==> config.mk <==
export PLATFORM = sky130hd
export DESIGN_NAME = adc_seq_top
export DESIGN_NICKNAME = d
export VERILOG_FILES = /design/src/rtl/adc_seq_pkg.sv /design/src/rtl/adc_seq_regs.sv /design/src/rtl/adc_seq_core.sv /design/src/rtl/adc_seq_clkgen.sv /design/src/rtl/adc_seq_top.sv
export SDC_FILE = /design/constraint.sdc
export NUM_CORES = 1
export LEC_CHECK = 0
export BUFFER_PORTS_ARGS = -buffer_cell sky130_fd_sc_hd__buf_4
export CAP_MARGIN = 15
export CORE_MARGIN = 2
export CORE_UTILIZATION = 45
export CTS_CLUSTER_DIAMETER = 80
export DETAILED_ROUTE_END_ITERATION = 12
export PLACE_DENSITY_LB_ADDON = 0.15
export SYNTH_ARGS = -nofsm -noshare
export SYNTH_HDL_FRONTEND = slang
export SYNTH_HIERARCHICAL = 1
export SYNTH_SLANG_ARGS = --single-unit
export TNS_END_PERCENT = 100
==> constraint.sdc <==
create_clock -name clk -period 2.16 [get_ports clk]
set_clock_uncertainty 0.05 [all_clocks]
set_input_delay 0.216 -clock clk [delete_from_list [all_inputs] [get_ports clk]]
set_output_delay 0.216 -clock clk [all_outputs]
set_load 0.005 [all_outputs]
==> src/rtl/adc_seq_pkg.sv <==
package adc_seq_pkg;
    localparam int DATA_W  = 8;
    localparam int RES_W   = 10;
    localparam int CHAN_W  = 4;
    localparam int NUM_CH  = 12;
    localparam int ADDR_W  = 2;
    localparam int PIN_LO_W = 8;
    localparam int PIN_HI_W = NUM_CH - PIN_LO_W;
    localparam int RES_HI_W = RES_W - 2;

    typedef enum logic [ADDR_W-1:0] {
        A_CTRL  = 2'd0,
        A_CHAN  = 2'd1,
        A_PINLO = 2'd2,
        A_PINHI = 2'd3
    } reg_addr_e;

    localparam int B_EN   = 0;
    localparam int B_REQ  = 1;
    localparam int B_CSEL = 2;
    localparam int B_REF  = 3;
    localparam int B_FLAG = 4;
    localparam int B_IDLE = 5;

    typedef struct packed {
        logic ref_sel;
        logic clk_sel;
        logic req;
        logic en;
    } cfg_t;

    typedef enum logic {
        ST_IDLE = 1'b0,
        ST_RUN  = 1'b1
    } seq_state_e;

    function automatic logic chan_valid(input logic [CHAN_W-1:0] c);
        return int'(c) < NUM_CH;
    endfunction
endpackage

==> src/rtl/adc_seq_regs.sv <==
module adc_seq_regs
    import adc_seq_pkg::*;
(
    input  logic               clk,
    input  logic               rst,
    input  logic               wr_en,
    input  logic [ADDR_W-1:0]  wr_addr,
    input  logic [DATA_W-1:0]  wr_data,
    input  logic               running,
    input  logic               done_pulse,
    output cfg_t               cfg,
    output logic [CHAN_W-1:0]  pend_chan,
    output logic [NUM_CH-1:0]  ana_sel_n
);
    logic wr_ctrl, wr_chan;
    assign wr_ctrl = wr_en && (wr_addr == A_CTRL);
    assign wr_chan = wr_en && (wr_addr == A_CHAN);

    always_ff @(posedge clk) begin
        if (rst) begin
            cfg <= '0;
        end else begin
            if (wr_ctrl) begin
                cfg.en      <= wr_data[B_EN];
                cfg.clk_sel <= wr_data[B_CSEL];
                cfg.ref_sel <= wr_data[B_REF];
            end
            if (done_pulse)
                cfg.req <= 1'b0;
            else if (wr_ctrl && !running)
                cfg.req <= wr_data[B_REQ] & wr_data[B_EN];
        end
    end

    always_ff @(posedge clk) begin
        if (rst)
            pend_chan <= '0;
        else if (wr_chan && chan_valid(wr_data[CHAN_W-1:0]))
            pend_chan <= wr_data[CHAN_W-1:0];
    end

    genvar gi;
    generate
        for (gi = 0; gi < NUM_CH; gi++) begin : g_pin
            localparam int ADR = (gi < PIN_LO_W) ? int'(A_PINLO) : int'(A_PINHI);
            localparam int BIT = (gi < PIN_LO_W) ? gi : gi - PIN_LO_W;
            always_ff @(posedge clk) begin
                if (rst)
                    ana_sel_n[gi] <= 1'b1;
                else if (wr_en && (int'(wr_addr) == ADR))
                    ana_sel_n[gi] <= wr_data[BIT];
            end
        end
    endgenerate

    logic unused_wr_bits;
    assign unused_wr_bits = &{wr_data[DATA_W-1:B_FLAG]};
endmodule

==> src/rtl/adc_seq_core.sv <==
module adc_seq_core
    import adc_seq_pkg::*;
(
    input  logic               clk,
    input  logic               rst,
    input  cfg_t               cfg,
    input  logic [CHAN_W-1:0]  pend_chan,
    input  logic               flag_clr,
    input  logic               conv_done,
    input  logic [RES_W-1:0]   conv_result,
    output logic               running,
    output logic               done_pulse,
    output logic               conv_start,
    output logic [CHAN_W-1:0]  act_chan,
    output logic [RES_W-1:0]   result,
    output logic               flag
);
    seq_state_e state;
    logic       go;

    assign running    = (state == ST_RUN);
    assign go         = !running && cfg.en && cfg.req;
    assign done_pulse = running && conv_done;

    always_ff @(posedge clk) begin
        if (rst) begin
            state      <= ST_IDLE;
            conv_start <= 1'b0;
            act_chan   <= '0;
            result     <= '0;
        end else begin
            conv_start <= go;
            if (go) begin
                state    <= ST_RUN;
                act_chan <= pend_chan;
            end else if (done_pulse) begin
                state  <= ST_IDLE;
                result <= conv_result;
            end
        end
    end

    always_ff @(posedge clk) begin
        if (rst)
            flag <= 1'b0;
        else if (done_pulse)
            flag <= 1'b1;
        else if (flag_clr)
            flag <= 1'b0;
    end
endmodule

==> src/rtl/adc_seq_clkgen.sv <==
module adc_seq_clkgen (
    input  logic clk,
    input  logic rst,
    input  logic running,
    input  logic clk_sel,
    input  logic pwm_tick,
    output logic conv_clk_en
);
    logic half;

    always_ff @(posedge clk) begin
        if (rst)
            half <= 1'b0;
        else
            half <= !half;
    end

    assign conv_clk_en = running && (clk_sel ? pwm_tick : half);
endmodule

==> src/rtl/adc_seq_top.sv <==
module adc_seq_top
    import adc_seq_pkg::*;
(
    input  logic               clk,
    input  logic               rst,
    input  logic               wr_en,
    input  logic [1:0]         wr_addr,
    input  logic [7:0]         wr_data,
    input  logic               adc_ie,
    input  logic               pwm_tick,
    input  logic               conv_done,
    input  logic [9:0]         conv_result,
    output logic [7:0]         ctrl_rd,
    output logic [7:0]         result_hi,
    output logic [11:0]        ana_sel_n,
    output logic               irq,
    output logic               conv_start,
    output logic [3:0]         conv_chan,
    output logic               conv_clk_en,
    output logic               conv_ref_sel
);
    cfg_t              cfg;
    logic [CHAN_W-1:0] pend_chan;
    logic              running, done_pulse, flag, flag_clr;
    logic [RES_W-1:0]  result;

    assign flag_clr = wr_en && (wr_addr == A_CTRL) && wr_data[B_FLAG];

    adc_seq_regs u_regs (
        .clk(clk), .rst(rst), .wr_en(wr_en), .wr_addr(wr_addr), .wr_data(wr_data),
        .running(running), .done_pulse(done_pulse),
        .cfg(cfg), .pend_chan(pend_chan), .ana_sel_n(ana_sel_n)
    );

    adc_seq_core u_core (
        .clk(clk), .rst(rst), .cfg(cfg), .pend_chan(pend_chan), .flag_clr(flag_clr),
        .conv_done(conv_done), .conv_result(conv_result),
        .running(running), .done_pulse(done_pulse), .conv_start(conv_start),
        .act_chan(conv_chan), .result(result), .flag(flag)
    );

    adc_seq_clkgen u_clk (
        .clk(clk), .rst(rst), .running(running), .clk_sel(cfg.clk_sel),
        .pwm_tick(pwm_tick), .conv_clk_en(conv_clk_en)
    );

    assign ctrl_rd      = {result[1:0], !running, flag, cfg.ref_sel, cfg.clk_sel, cfg.req, cfg.en};
    assign result_hi    = result[RES_W-1:2];
    assign irq          = flag && adc_ie;
    assign conv_ref_sel = cfg.ref_sel;
endmodule

**After elaboration in Yosys (flattened, before gate mapping)**

Index checks and enable logic that the tools add are counted.

- Bits in registers: 38
- Bits in latches: 0
- Bits in writable memories: 0
- Memory bits (read-only): 0
- Output and inout bits: 36
- Word-level logic and storage cells: 53
- Memories: 0

- Add/sub/neg operators: 0
- Multipliers: 0
- Divide/modulo/power cells: 0
- Magnitude comparators: 1
- Equal/unequal tests: 3
- Shift-type cells: 0
- Mux-type cells: 5
- Bitwise operators: 2
- Reduce and logical (&&, ||, !) cells: 19

Operators with widths:

| kind | count |
|---|---|
| logical AND 1 bit | 12 |
| two-way mux 1 bit | 5 |
| == test 2 x 1 -> 1 bit, second input constant | 2 |
| < comparator 4 bit, second input constant | 1 |
| nonzero test 2 bit | 2 |
| == test 2 bit, second input constant | 1 |
| zero test 1 bit | 2 |
| zero test 2 bit | 1 |
| AND reduction 2 bit | 1 |
| OR reduction 2 bit | 1 |
| bitwise AND 1 bit | 1 |
| inverter 1 bit | 1 |

**Depth between registers and ports, before layout**

Gate-level depths: netlist (run 1).

- Depth in word-level cells: 5
- Depth in mapped cells: 6
- Gate-level depth less buffers: 5

**Hierarchy**

The synthesis (run 1) kept the hierarchy.

By module, submodules not included:

| module | instances | cells an instance | area an instance (sq um) | sequential area each (sq um) |
|---|---|---|---|---|
| adc_seq_regs | 1 | 81 | 775.7 | 400.4 |
| adc_seq_core | 1 | 75 | 714.4 | 340.3 |
| adc_seq_clkgen | 1 | 4 | 40.0 | 20.0 |
| adc_seq_top | 1 | 5 | 37.5 | 0.0 |

**Worst setup path before layout (run 1)**

Ideal clock, no wire load.

- Path kind: input -> register
- From: input wr_addr[0]
- To: register u_regs.ana_sel_n[4]
- Library setup time: 0.120 ns
- Arrival: 0.927 ns
- Slack: 1.064 ns
- Cell stages on the path: 4
- Cells stage by stage: nand3b_1 > buf_2 > and2_1 > a211o_1

- Cells in the longest elaborated chain, start to end: 2

RTL lines:

| what | line | RTL |
|---|---|---|
| start: declaration | adc_seq_top.sv:7 | `input logic [1:0] wr_addr,` |
| == test 2 bit | adc_seq_regs.sv:50 | `else if (wr_en && (int'(wr_addr) == ADR))` |
| logical AND 1 bit | adc_seq_regs.sv:50 |  |
| end signal: indexed assignment | adc_seq_regs.sv:51 | `ana_sel_n[gi] <= wr_data[BIT];` |
| end: declaration | adc_seq_regs.sv:13 | `output logic [NUM_CH-1:0] ana_sel_n` |

Every way passes these cells.
A chain may end at the register's enable or synchronous reset.

**Worst setup path after layout (run 1)**

- From: register u_core.state, in the netlist u_core/running
- To: output conv_clk_en

- Cells in the longest elaborated chain, start to end: 1

RTL lines:

| what | line | RTL |
|---|---|---|
| start: declaration | adc_seq_core.sv:18 | `seq_state_e state;` |
| start signal: assignment | adc_seq_core.sv:27 | `state <= ST_IDLE;` |
| start signal: assignment | adc_seq_core.sv:34 | `state <= ST_RUN;` |
| start signal: assignment | adc_seq_core.sv:37 | `state <= ST_IDLE;` |
| logical AND 1 bit | adc_seq_clkgen.sv:18 | `assign conv_clk_en = running && (clk_sel ? pwm_tick : half);` |
| end: declaration | adc_seq_top.sv:19 | `output logic conv_clk_en,` |

Every way passes these cells.

==> results by group, run 1 <==
Floorplanning
  • Die Width: 63.0 µm
  • Core Region: 3340 µm²
  • Top Ports: 62
  • Starting density of the core: 0.470
  • Die Y: 63.0 µm
  • Row count: 21
  • Die area: 3970 µm²

Power and ir drop
  • Switch share: 0.229
  • VDD IR-drop max: 0.000339 V
  • Lkg Pwr: 0.894 nW
  • P per Cell Area: 583 nW/µm²
  • Reg power frac: 0.600
  • Switching power: 0.279 mW
  • Part of the power in combinational logic: 0.109
  • Internal Pwr Total: 0.936 mW
  • Clock share of power: 0.291

Critical path
  • CP max FO: 13
  • CP bufs+invs: 1
  • CP peak stage delay: 0.60 ns
  • CP required: 1.89 ns
  • Crit Path Category: flip-flop to primary output
  • Crit end category: primary output
  • Critical R2R Launch: u_core/running$_SDFFE_PP0P_
  • Worst-path cell chain: nor2b_1 > buf_4
  • Family with the most delay on the worst path: flip-flops
  • Slowest CP cell: dfxtp_1
  • Worst EP arrival: 1.23 ns
  • Setup crit start kind: flip-flop
  • R2r setup slk: 0.89 ns
  • Reg2Reg Depth: 3
  • Crit Reg-Reg Endpoint: u_core/running$_SDFFE_PP0P_

Yosys
  • Post-Synth XOR/XNOR Area: 0
  • Syn nets: 191
  • Post-synth EDFFs: 0
  • Synth area leader: dfxtp_1
  • Cell area after synthesis: 1570 µm²
  • Synth top area share: 0.485
  • Post-synthesis compound-gate area fraction: 0.177
  • Synth Area in Simple Gates: 0.208
  • Post-synthesis sequential area ratio: 0.485
  • Adder-cell share of the synthesized area: 0
  • Multiplexer area fraction after synthesis: 0.0766
  • Post-synth ARST share: 0
  • Syn_area_per_cell: 9.50 µm²
  • Synth Warn #: 6
  • Cell variety after synth: 26
  • Post-Synthesis Cells: 165
  • Synth top area cells: dfxtp_1 49%, mux2i_1 7.7%, a21bo_2 5.7%
  • Largest family of logic cells by synthesized area: simple AND/OR/NAND/NOR gates
  • Synth Flop Type: dfxtp_1
  • Top-count cell post-synth: dfxtp_1
  • Synth cell count leaders: 38 x dfxtp_1, 14 x nand2_1, 12 x a21oi_1, 12 x mux2i_1, 12 x nand2b_1
  • #FFs+latches synth: 38

Global routing
  • Initial antenna violation count: 0
  • Pin count of the biggest net entering global routing: 38
  • Tot GR Track Use: 0.191
  • Vias in the first global route: 1368
  • Gr ovfl total: 0
  • First-pass GRT wire length: 6.07 mm

Clock tree
  • CTS hold repair buffers: 0
  • # H-tree levels: 2
  • Clk_lat worst skew: 0.33 ns
  • Bufs on Longest Clock Path: 2
  • Setup Fix Bufs, Post-CTS: 0
  • TritonCTS Buffers: 5
  • Reg clk slew, reported paths: 0.09 ns
  • CTS Sinks: 38
  • TritonCTS clock tree: yes
  • CTS Root Cell: clkbuf_4
  • PostCTS Resize Cnt: 0

Place
  • Gpl congestion: 0.698
  • Post-DP HPWL: 2.56 mm
  • IO Port Bufs: 61

Final layout
  • Fin nets: 249
  • Layout cell share with drive strength beyond 1: 0.360
  • Area grow syn2layout: 33.0%
  • Post-layout util: 0.625
  • Antenna diodes: 0

Routing
  • WL final: 3.48 mm
  • Vias per cell: 5.09
  • Routed Antenna Nets: 0
  • DRC viols: 0
  • Via Count: 1364
  • Pre-Repair DR Iteration Count: 4
  • First-iteration detailed-routing DRC count: 67
  • WL/cell: 13.0 µm

Timing
  • Minimum clock period: 1.49 ns
  • Fin. max-slew vios: 0
  • Unrepaired setup endpoints after global routing: false
  • Final period util: 0.692
  • Slew margin rel.: 0.662
  • Final setup fails: 0
  • Hold Vio Cnt, Final: 0
  • Fin Setup TNS: 0 ns
  • Max Clk Rate: 669 MHz
  • Slew @ Worst Pin: 0.506 ns

Flow run
  • Max-cap violations: 0

Worst hold path
  • Worst hold path type: input pin to flip-flop
  • Hold_sp: wr_data[7]
  • Hold Path Sink: u_regs/ana_sel_n[7]$_SDFFE_PP1P_
  • Worst Hold Depth: 2

Outcome
  • Status: finished clean
worst register-to-register path, delay by kind of cell (launching register included):
kind	cells	cell delay [ns]
flops	1	0.60
simple gates	1	0.15
compound gates	1	0.07
buf+inv	1	0.28
power groups by stage:
stage / clock network, mW / logic (mW) / registers, mW
6_report: 0.354 / 0.132 / 0.729
2_1_floorplan: 0 / 0.0560 / 0.744
3_3_place_gp: 0 / 0.127 / 0.744
3_5_place_dp: 0 / 0.132 / 0.745
4_1_cts: 0.369 / 0.132 / 0.729
5_1_grt: 0.402 / 0.146 / 0.732
how the worst max path moves through the flow:
stage | from | end | slack (ns) | depth (start not counted)
finish | u_core/running$_SDFFE_PP0P_ | conv_clk_en | 0.67 | 2
global route | u_core/running$_SDFFE_PP0P_ | conv_clk_en | 0.55 | 2
CTS | u_core/running$_SDFFE_PP0P_ | conv_clk_en | 0.63 | 2
global placement | wr_addr[0] | u_regs/ana_sel_n[7]$_SDFFE_PP1P_ | 0.79 | 4
detailed placement | wr_addr[0] | u_regs/ana_sel_n[5]$_SDFFE_PP1P_ | 0.75 | 4
floorplan | wr_addr[0] | u_regs/ana_sel_n[4]$_SDFFE_PP1P_ | 1.06 | 4
metal layers:
layer | global-route usage | vias to the layer above | wire length (µm)
li1 | - | 678 | -
met1 | 0.225 | 631 | 1510
met2 | 0.326 | 49 | 1690
met3 | 0.0577 | 6 | 244
met4 | 0.0667 | 0 | 44
met5 | 0 | - | 0
registers in the layout, summed over array words and instances, names as in the netlist:
name	flops
u_core/result	10
u_regs/cfg	4
u_core/running	1
u_regs/ana_sel_n	12
u_regs/pend_chan	4
u_core/flag	1
u_clk/half	1
u_core/act_chan	4
u_core/conv_start	1
placed cells by master, fill, tap and decap left out:
master / count
a211oi_2: 1
inv_1: 6
and3b_1: 1
nand3_1: 11
and2_1: 5
nand3b_1: 2
and4bb_2: 1
nand2b_1: 12
a21bo_1: 1
o211ai_1: 4
clkbuf_4: 5
mux2i_1: 12
nand2_1: 14
o21ai_0: 1
nor2_1: 11
nor3b_2: 1
nor4b_1: 1
buf_4: 62
a211o_1: 8
clkinv_1: 1
nor2b_1: 1
a21bo_2: 9
nand4_1: 1
a21oi_1: 12
clkbuf_8: 1
dfxtp_1: 38
final cells by class:
type,count,area [µm²]
Tap cell,46,57.6
Fill cell,315,1250
Sequential cell,38,761
Timing Repair Buffer,62,465
Inverter,7,26.3
Multi-Input combinational cell,109,723
Clock buffer,6,51.3
stage by stage:
stage | power (mW) | setup slack [ns] | hold WS (ns) | area [µm²] | instances
6_report | 1.21 | 0.666 | 0.0362 | 2080 | 268
5_1_grt | 1.28 | 0.553 | 0.0180 | 2080 | 268
4_1_cts | 1.23 | 0.633 | 0.0181 | 2080 | 268
3_5_place_dp | 0.877 | 0.746 | 0.353 | 2030 | 262
3_3_place_gp | 0.871 | 0.789 | 0.350 | 2030 | 262
2_1_floorplan | 0.800 | 1.06 | 0.233 | 1570 | 165
logic make-up (layout without fill, tap and decap cells):
kind of cell           count (synthesis)  count (layout)
AO/OA/AOI/OAI                         36              36
multiplexers                          12              12
buffers and inverters                 18              75
AND/OR/NAND/NOR                       61              61
flip-flops                            38              38
Power figures use the tool's default switching activity.
==> run 2, diff against run 1 <==
- CORE_UTILIZATION: 45 -> 43
- clock period: 2.16 -> 1.3 ns (I/O delays scaled with it)
==> run 2 against run 1 <==
Clock power rose by 75%. Critical path depth rose by 1. First-iteration DRC count fell by 31%. Via count rose by 1.5%. Sequential cell count did not move. Worst setup slack got worse by 0.64 ns. Sequential share of layout area fell by 2.1 points. Sequential power rose by 66%. Largest power group unchanged.
==> results by group, run 2 (synthesized netlist as in run 1, its figures left out) <==
Outcome
  • Status: finished clean (unchanged)

Final layout
  • Number of flip-flops in the largest register: 12 (unchanged)
  • Fin nets: 263 (was 249)
  • Most frequent cells in the layout: 66 x buf_4, 36 x dfxtp_1, 14 x nand2_1 (was 62 x buf_4, 38 x dfxtp_1, 14 x nand2_1)
  • Final non-filler cell total: 284 (was 268)
  • Biggest registers after layout: u_regs/ana_sel_n: 12 flops, u_core/result: 10 flops (unchanged)
  • Area grow syn2layout: 42.1% (was 33.0%)
  • Sequential cell area: 766 µm² (was 761 µm²)
  • Multi-input gate area: 723 µm² (unchanged)
  • Commonest non-fill, non-tap cell in the layout: buf_4 (unchanged)
  • Top reg by flops: u_regs/ana_sel_n (unchanged)
  • Layout cell share with drive strength beyond 1: 0.366 (was 0.360)
  • Final instance area: 2230 µm² (was 2080 µm²)
  • Antenna diodes: 0 (unchanged)
  • Fillers: 318 (was 315)

Routing
  • First-iteration detailed-routing DRC count: 46 (was 67)
  • Vias per cell: 4.87 (was 5.09)
  • WL final: 3.55 mm (was 3.48 mm)
  • Pre-Repair DR Iteration Count: 4 (unchanged)
  • WL/cell: 12.5 µm (was 13.0 µm)
  • Via Count: 1384 (was 1364)
  • Routed Antenna Nets: 0 (unchanged)
  • DRC viols: 0 (unchanged)

Global routing
  • Tot GR Track Use: 0.179 (was 0.191)
  • Vias in the first global route: 1324 (was 1368)
  • Pin count of the biggest net entering global routing: 23 (was 38)
  • Gr ovfl total: 0 (unchanged)
  • Initial antenna violation count: 0 (unchanged)
  • First-pass GRT wire length: 5.83 mm (was 6.07 mm)

Power and ir drop
  • Total power: 2.07 mW (was 1.21 mW)
  • Clock share of power: 0.299 (was 0.291)
  • Lkg Pwr: 0.962 nW (was 0.894 nW)
  • Switching power: 0.480 mW (was 0.279 mW)
  • P per Cell Area: 931 nW/µm² (was 583 nW/µm²)
  • Reg power frac: 0.583 (was 0.600)
  • VDD IR-drop max: 0.000630 V (was 0.000339 V)
  • Switch share: 0.231 (was 0.229)
  • Internal Pwr Total: 1.59 mW (was 0.936 mW)
  • Part of the power in combinational logic: 0.118 (was 0.109)

Place
  • Post-DP HPWL: 2.60 mm (was 2.56 mm)
  • IO Port Bufs: 61 (unchanged)
  • # placed instances: 265 (was 262)
  • Place WS: 0.168 ns (was 0.746 ns)
  • Placed inst area: 2060 µm² (was 2030 µm²)
  • Gpl congestion: 0.727 (was 0.698)

Timing
  • Setup WS post-layout: 0.0234 ns (was 0.666 ns)
  • Hold Vio Cnt, Final: 0 (unchanged)
  • Minimum clock period: 1.28 ns
  • Fin. max-slew vios: 0 (unchanged)
  • Unrepaired setup endpoints after global routing: true (was false)
  • Final setup fails: 0 (unchanged)
  • Slew margin rel.: 0.696 (was 0.662)
  • Slew @ Worst Pin: 0.455 ns (was 0.506 ns)
  • Max Clk Rate: 783 MHz
  • Final period util: 0.982
  • Fin Hold WS: 0.0118 ns (was 0.0362 ns)

Clock tree
  • Bufs on Longest Clock Path: 2 (unchanged)
  • CTS Sinks: 38 (unchanged)
  • CTS Root Cell: clkbuf_4 (unchanged)
  • Reg clk slew, reported paths: 0.10 ns (was 0.09 ns)
  • TritonCTS clock tree: yes (unchanged)
  • # H-tree levels: 2 (unchanged)
  • Clk_lat worst skew: 0.33 ns (about the same)
  • TritonCTS Buffers: 5 (unchanged)

Critical path
  • CP required: 1.12 ns (was 1.89 ns)
  • Setup crit start kind: flip-flop (unchanged)
  • CP max FO: 3 (was 13)
  • Crit end category: primary output (unchanged)
  • Crit Path Category: flip-flop to primary output (unchanged)
  • Worst EP arrival: 1.10 ns (was 1.23 ns)

Floorplanning
  • Die area: 4140 µm² (was 3970 µm²)
  • Starting density of the core: 0.459 (was 0.470)
  • Top Ports: 62 (unchanged)
  • Die Width: 64.4 µm (was 63.0 µm)
  • Row count: 21 (unchanged)
  • Die Y: 64.4 µm (was 63.0 µm)
  • Core Region: 3420 µm² (was 3340 µm²)

Flow run
  • Max-cap violations: 0 (unchanged)

Worst hold path
  • Worst hold path type: input pin to flip-flop (unchanged)
## run 2: final timing paths
kind                               start                               end  slack, ns  cells past startpoint
max           u_regs/cfg[2]$_SDFFE_PP0P_                       conv_clk_en       0.02                      3
min                           wr_data[1]  u_regs/pend_chan[1]$_SDFFE_PP0P_       0.01                      3
max reg2reg  u_core/running$_SDFFE_PP0P_        u_regs/cfg[1]$_SDFFE_PP0P_       0.08                      4
min reg2reg        u_clk/half$_SDFF_PP0_             u_clk/half$_SDFF_PP0_       0.38                      1
## run 2: stage by stage
stage	setup TNS, ns	util
floorplan	0	-
global placement	0	0.602
detailed placement	0	0.602
CTS	0	0.652
global route	-0.0478	0.652
finish	0	0.652
## run 2: worst max-delay path, stage by stage, from the launching register on
cell and delay, ns:
dfxtp_2 0.37, mux2i_1 0.19, nor2b_1 0.07, buf_4 0.13
## run 2: metal layers
metal / part of all wire / up-vias / global-route usage
li1: - / 708 / -
met1: 0.44 / 625 / 0.214
met2: 0.49 / 43 / 0.305
met3: 0.055 / 8 / 0.0352
met4: 0.019 / 0 / 0.0904
met5: 0 / - / 0
## run 2: power by group through the flow
| stage | combinational, mW | sequential, mW | clock [mW] |
|---|---|---|---|
| after floorplan | 0.0931 | 1.24 | 0 |
| after global placement | 0.216 | 1.24 | 0 |
| after detailed placement | 0.222 | 1.24 | 0 |
| after CTS | 0.246 | 1.21 | 0.645 |
| after global routing | 0.270 | 1.21 | 0.686 |
| final | 0.245 | 1.21 | 0.621 |
## run 2: timing repair
action / 4_1_cts / 5_1_grt
buffers inserted: 1 / 0
cloned: 0 / 0
gates resized for setup: 3 / 0
hold buffers: 10 / 0
pin swaps: 0 / 0
hold endpoints to repair: 10 / 0
setup endpoints to repair: 2 / 1
## run 2: layout make-up
| cell class | count | area share |
|---|---|---|
| Clock buffer | 7 | 0.0247 |
| Clock inverter | 1 | 0.00225 |
| Inverter | 7 | 0.0118 |
| Multi-Input combinational cell | 109 | 0.325 |
| Sequential cell | 38 | 0.344 |
| Tap cell | 46 | 0.0258 |
| Timing Repair Buffer | 76 | 0.267 |
==> run 3, diff against run 2 <==
- ABC_AREA: unset -> 1
- CAP_MARGIN: 15 -> 5
==> run 3 against run 2 <==
Combinational power up 5%. Sequential share of layout area up 0.66 points. Synthesized cell count up 26%. Non-clock buffer count down 15. Count of clock-buffer cells in the layout down 1. Sequential cell count unchanged. Sequential power about the same. Area after synthesis up 2.0%. Critical path depth unchanged. Utilization down 5.0 points. Global-route usage down 0.62 points. Critical endpoint unchanged.
==> results by group, run 3 <==
Outcome
  • Status: finished clean (unchanged)

Timing
  • Slew margin rel.: 0.775 (was 0.696)
  • Max Clk Rate: 843 MHz (was 783 MHz)
  • Unrepaired setup endpoints after global routing: false (was true)
  • Slew @ Worst Pin: 0.336 ns (was 0.455 ns)
  • Final setup fails: 0 (unchanged)
  • Hold Vio Cnt, Final: 0 (unchanged)
  • Fin Setup TNS: 0 ns (unchanged)
  • Fin. max-slew vios: 0 (unchanged)
  • Final period util: 0.913 (was 0.982)
  • Fin Hold WS: 0.0197 ns (was 0.0118 ns)
  • Minimum clock period: 1.19 ns (was 1.28 ns)

Clock tree
  • Bufs on Longest Clock Path: 2 (unchanged)
  • CTS hold repair buffers: 0 (was 10)
  • Clk_lat worst skew: 0.28 ns (was 0.33 ns)
  • PostCTS Resize Cnt: 0 (was 3)
  • # H-tree levels: 2 (unchanged)
  • Reg clk slew, reported paths: 0.07 ns (was 0.10 ns)
  • Setup Fix Bufs, Post-CTS: 0 (was 1)
  • CTS Sinks: 38 (unchanged)
  • TritonCTS Buffers: 5 (unchanged)
  • CTS Root Cell: clkbuf_8 (was clkbuf_4)
  • TritonCTS clock tree: yes (unchanged)

Floorplanning
  • Starting density of the core: 0.443 (was 0.459)
  • Die Y: 65.0 µm (was 64.4 µm)
  • Row count: 22 (was 21)
  • Top Ports: 62 (unchanged)
  • Core Region: 3610 µm² (was 3420 µm²)
  • Die Width: 65.0 µm (was 64.4 µm)
  • Die area: 4220 µm² (was 4140 µm²)

Final layout
  • Commonest non-fill, non-tap cell in the layout: buf_4 (unchanged)
  • Fillers: 342 (was 318)
  • Antenna diodes: 0 (unchanged)
  • Fin nets: 293 (was 263)
  • Sequential cell area: 761 µm² (was 766 µm²)
  • Biggest registers after layout: u_regs/ana_sel_n: 12 flops, u_core/result: 10 flops (unchanged)
  • Layout cell share with drive strength beyond 1: 0.332 (was 0.366)
  • Top reg by flops: u_regs/ana_sel_n (unchanged)
  • Multi-input gate area: 652 µm² (was 723 µm²)
  • Area grow syn2layout: 35.8% (was 42.1%)
  • Most frequent cells in the layout: 61 x buf_4, 47 x nor2_1, 42 x nand2_1 (was 66 x buf_4, 36 x dfxtp_1, 14 x nand2_1)
  • Number of flip-flops in the largest register: 12 (unchanged)

Yosys
  • Post-synth EDFFs: 0 (unchanged)
  • #FFs+latches synth: 38 (unchanged)
  • Synth Flop Type: dfxtp_1 (unchanged)
  • Synth Warn #: 6 (unchanged)
  • Syn nets: 234 (was 191)
  • Post-Synthesis Cells: 208 (was 165)
  • Synth top area share: 0.476 (was 0.485)
  • Synth area leader: dfxtp_1 (unchanged)
  • Cell area after synthesis: 1600 µm² (was 1570 µm²)
  • Synth top area cells: dfxtp_1 48%, nor2_1 11%, nand2_1 9.9% (was dfxtp_1 49%, mux2i_1 7.7%, a21bo_2 5.7%)
  • Syn_area_per_cell: 7.69 µm² (was 9.50 µm²)
  • Post-synthesis sequential area ratio: 0.476 (was 0.485)
  • Synth cell count leaders: 47 x nor2_1, 42 x nand2_1, 38 x dfxtp_1, 19 x inv_1, 10 x o21ai_0 (was 38 x dfxtp_1, 14 x nand2_1, 12 x a21oi_1, 12 x mux2i_1, 12 x nand2b_1)
  • Cell variety after synth: 23 (was 26)
  • Top-count cell post-synth: nor2_1 (was dfxtp_1)
  • Post-synth ARST share: 0 (unchanged)

Power and ir drop
  • Reg power frac: 0.454 (was 0.583)
  • Clock share of power: 0.451 (was 0.299)
  • Part of the power in combinational logic: 0.096 (was 0.118)
  • Internal Pwr Total: 2.14 mW (was 1.59 mW)
  • Switch share: 0.203 (was 0.231)
  • P per Cell Area: 1240 nW/µm² (was 931 nW/µm²)
  • VDD IR-drop max: 0.000951 V (was 0.000630 V)
  • Switching power: 0.546 mW (was 0.480 mW)
  • Lkg Pwr: 1.08 nW (was 0.962 nW)

Global routing
  • Vias in the first global route: 1296 (was 1324)
  • Tot GR Track Use: 0.173 (was 0.179)
  • Initial antenna violation count: 0 (unchanged)
  • Gr ovfl total: 0 (unchanged)
  • Pin count of the biggest net entering global routing: 19 (was 23)
  • First-pass GRT wire length: 5.68 mm (was 5.83 mm)

Place
  • Gpl congestion: 0.683 (was 0.727)
  • Post-DP HPWL: 2.52 mm (was 2.60 mm)
  • IO Port Bufs: 61 (unchanged)

Routing
  • DRC viols: 0 (unchanged)
  • Vias per cell: 4.53 (was 4.87)
  • WL/cell: 10.5 µm (was 12.5 µm)
  • First-iteration detailed-routing DRC count: 65 (was 46)
  • Via Count: 1431 (was 1384)
  • Routed Antenna Nets: 0 (unchanged)
  • Pre-Repair DR Iteration Count: 4 (unchanged)
  • WL final: 3.30 mm (was 3.55 mm)

Flow run
  • Max-cap violations: 0 (unchanged)

Critical path
  • Crit Path Category: flip-flop to primary output (unchanged)
  • Crit. Startpoint: u_core/running$_SDFFE_PP0P_ (was u_regs/cfg[2]$_SDFFE_PP0P_)
  • Crit end category: primary output (unchanged)
  • R2r setup slk: 0.15 ns (was 0.08 ns)
  • Critical R2R Launch: u_core/running$_SDFFE_PP0P_ (unchanged)
  • CP max FO: 6 (was 3)
  • CP required: 1.12 ns (about the same)
  • Setup crit start kind: flip-flop (unchanged)
  • Worst EP arrival: 1.01 ns (was 1.10 ns)

Worst hold path
  • Worst hold path type: input pin to flip-flop (unchanged)
  • Hold_sp: rst (was wr_data[1])
[run 3: changes by cell type in the layout (fill, tap and decap cells not counted), sizes merged, moves of 11 or more]
| cell | change |
|---|---|
| nor2 | +41 |
| nand2 | +31 |
| inv | +19 |
| mux2i | -12 |
| nand2b | -12 |
| o21ai | +11 |
[run 3: cell families after synthesis]
group,after synthesis,share of synthesized area
buf+inv,34,0.117
compound gates,19,0.0782
flops,38,0.476
simple gates,117,0.329
[run 3: critical path, stage by stage (launching register included)]
cell	delay, ns
dfxtp_1	0.43
nand2_1	0.09
nor2_1	0.09
buf_4	0.11
[run 3: layer usage]
| metal | vias to the layer above | routed length [µm] | global-route usage |
|---|---|---|---|
| met5 | - | 0 | 0 |
| met4 | 0 | 27 | 0.0559 |
| met3 | 4 | 198 | 0.0590 |
| met2 | 40 | 1580 | 0.294 |
| met1 | 620 | 1500 | 0.204 |
| li1 | 767 | - | - |
[run 3: power groups by stage]
stage	registers (mW)	logic, mW	clock network (mW)
global route	1.23	0.289	1.32
floorplan	1.25	0.137	0
global placement	1.25	0.257	0
CTS	1.22	0.260	1.25
finish	1.22	0.257	1.21
detailed placement	1.25	0.259	0
[run 3: final timing paths]
check / endpoint / cells after the start
worst max-delay path: conv_clk_en / 3
worst min-delay path: u_clk/half$_SDFF_PP0_ / 2
worst min register to register: u_clk/half$_SDFF_PP0_ / 1
worst max register to register: u_regs/cfg[1]$_SDFFE_PP0P_ / 5
[run 3: final cells by class]
type | count | area share
clock buffer | 6 | 0.0380
clock inverter | 2 | 0.0276
inverter | 25 | 0.0455
multi-input combinational | 136 | 0.300
sequential | 38 | 0.350
tap | 48 | 0.0276
timing repair buffer | 61 | 0.211
[run 3: per-stage QoR]
step | std cells | utilization | setup slack (ns) | power [mW] | area, µm²
finish | 316 | 0.602 | 0.113 | 2.69 | 2170
global route | 316 | 0.602 | 0.00842 | 2.83 | 2170
CTS | 316 | 0.602 | 0.0912 | 2.73 | 2170
detailed placement | 308 | 0.563 | 0.153 | 1.51 | 2030
global placement | 308 | 0.563 | 0.194 | 1.50 | 2030
floorplan | 208 | - | 0.359 | 1.38 | 1600
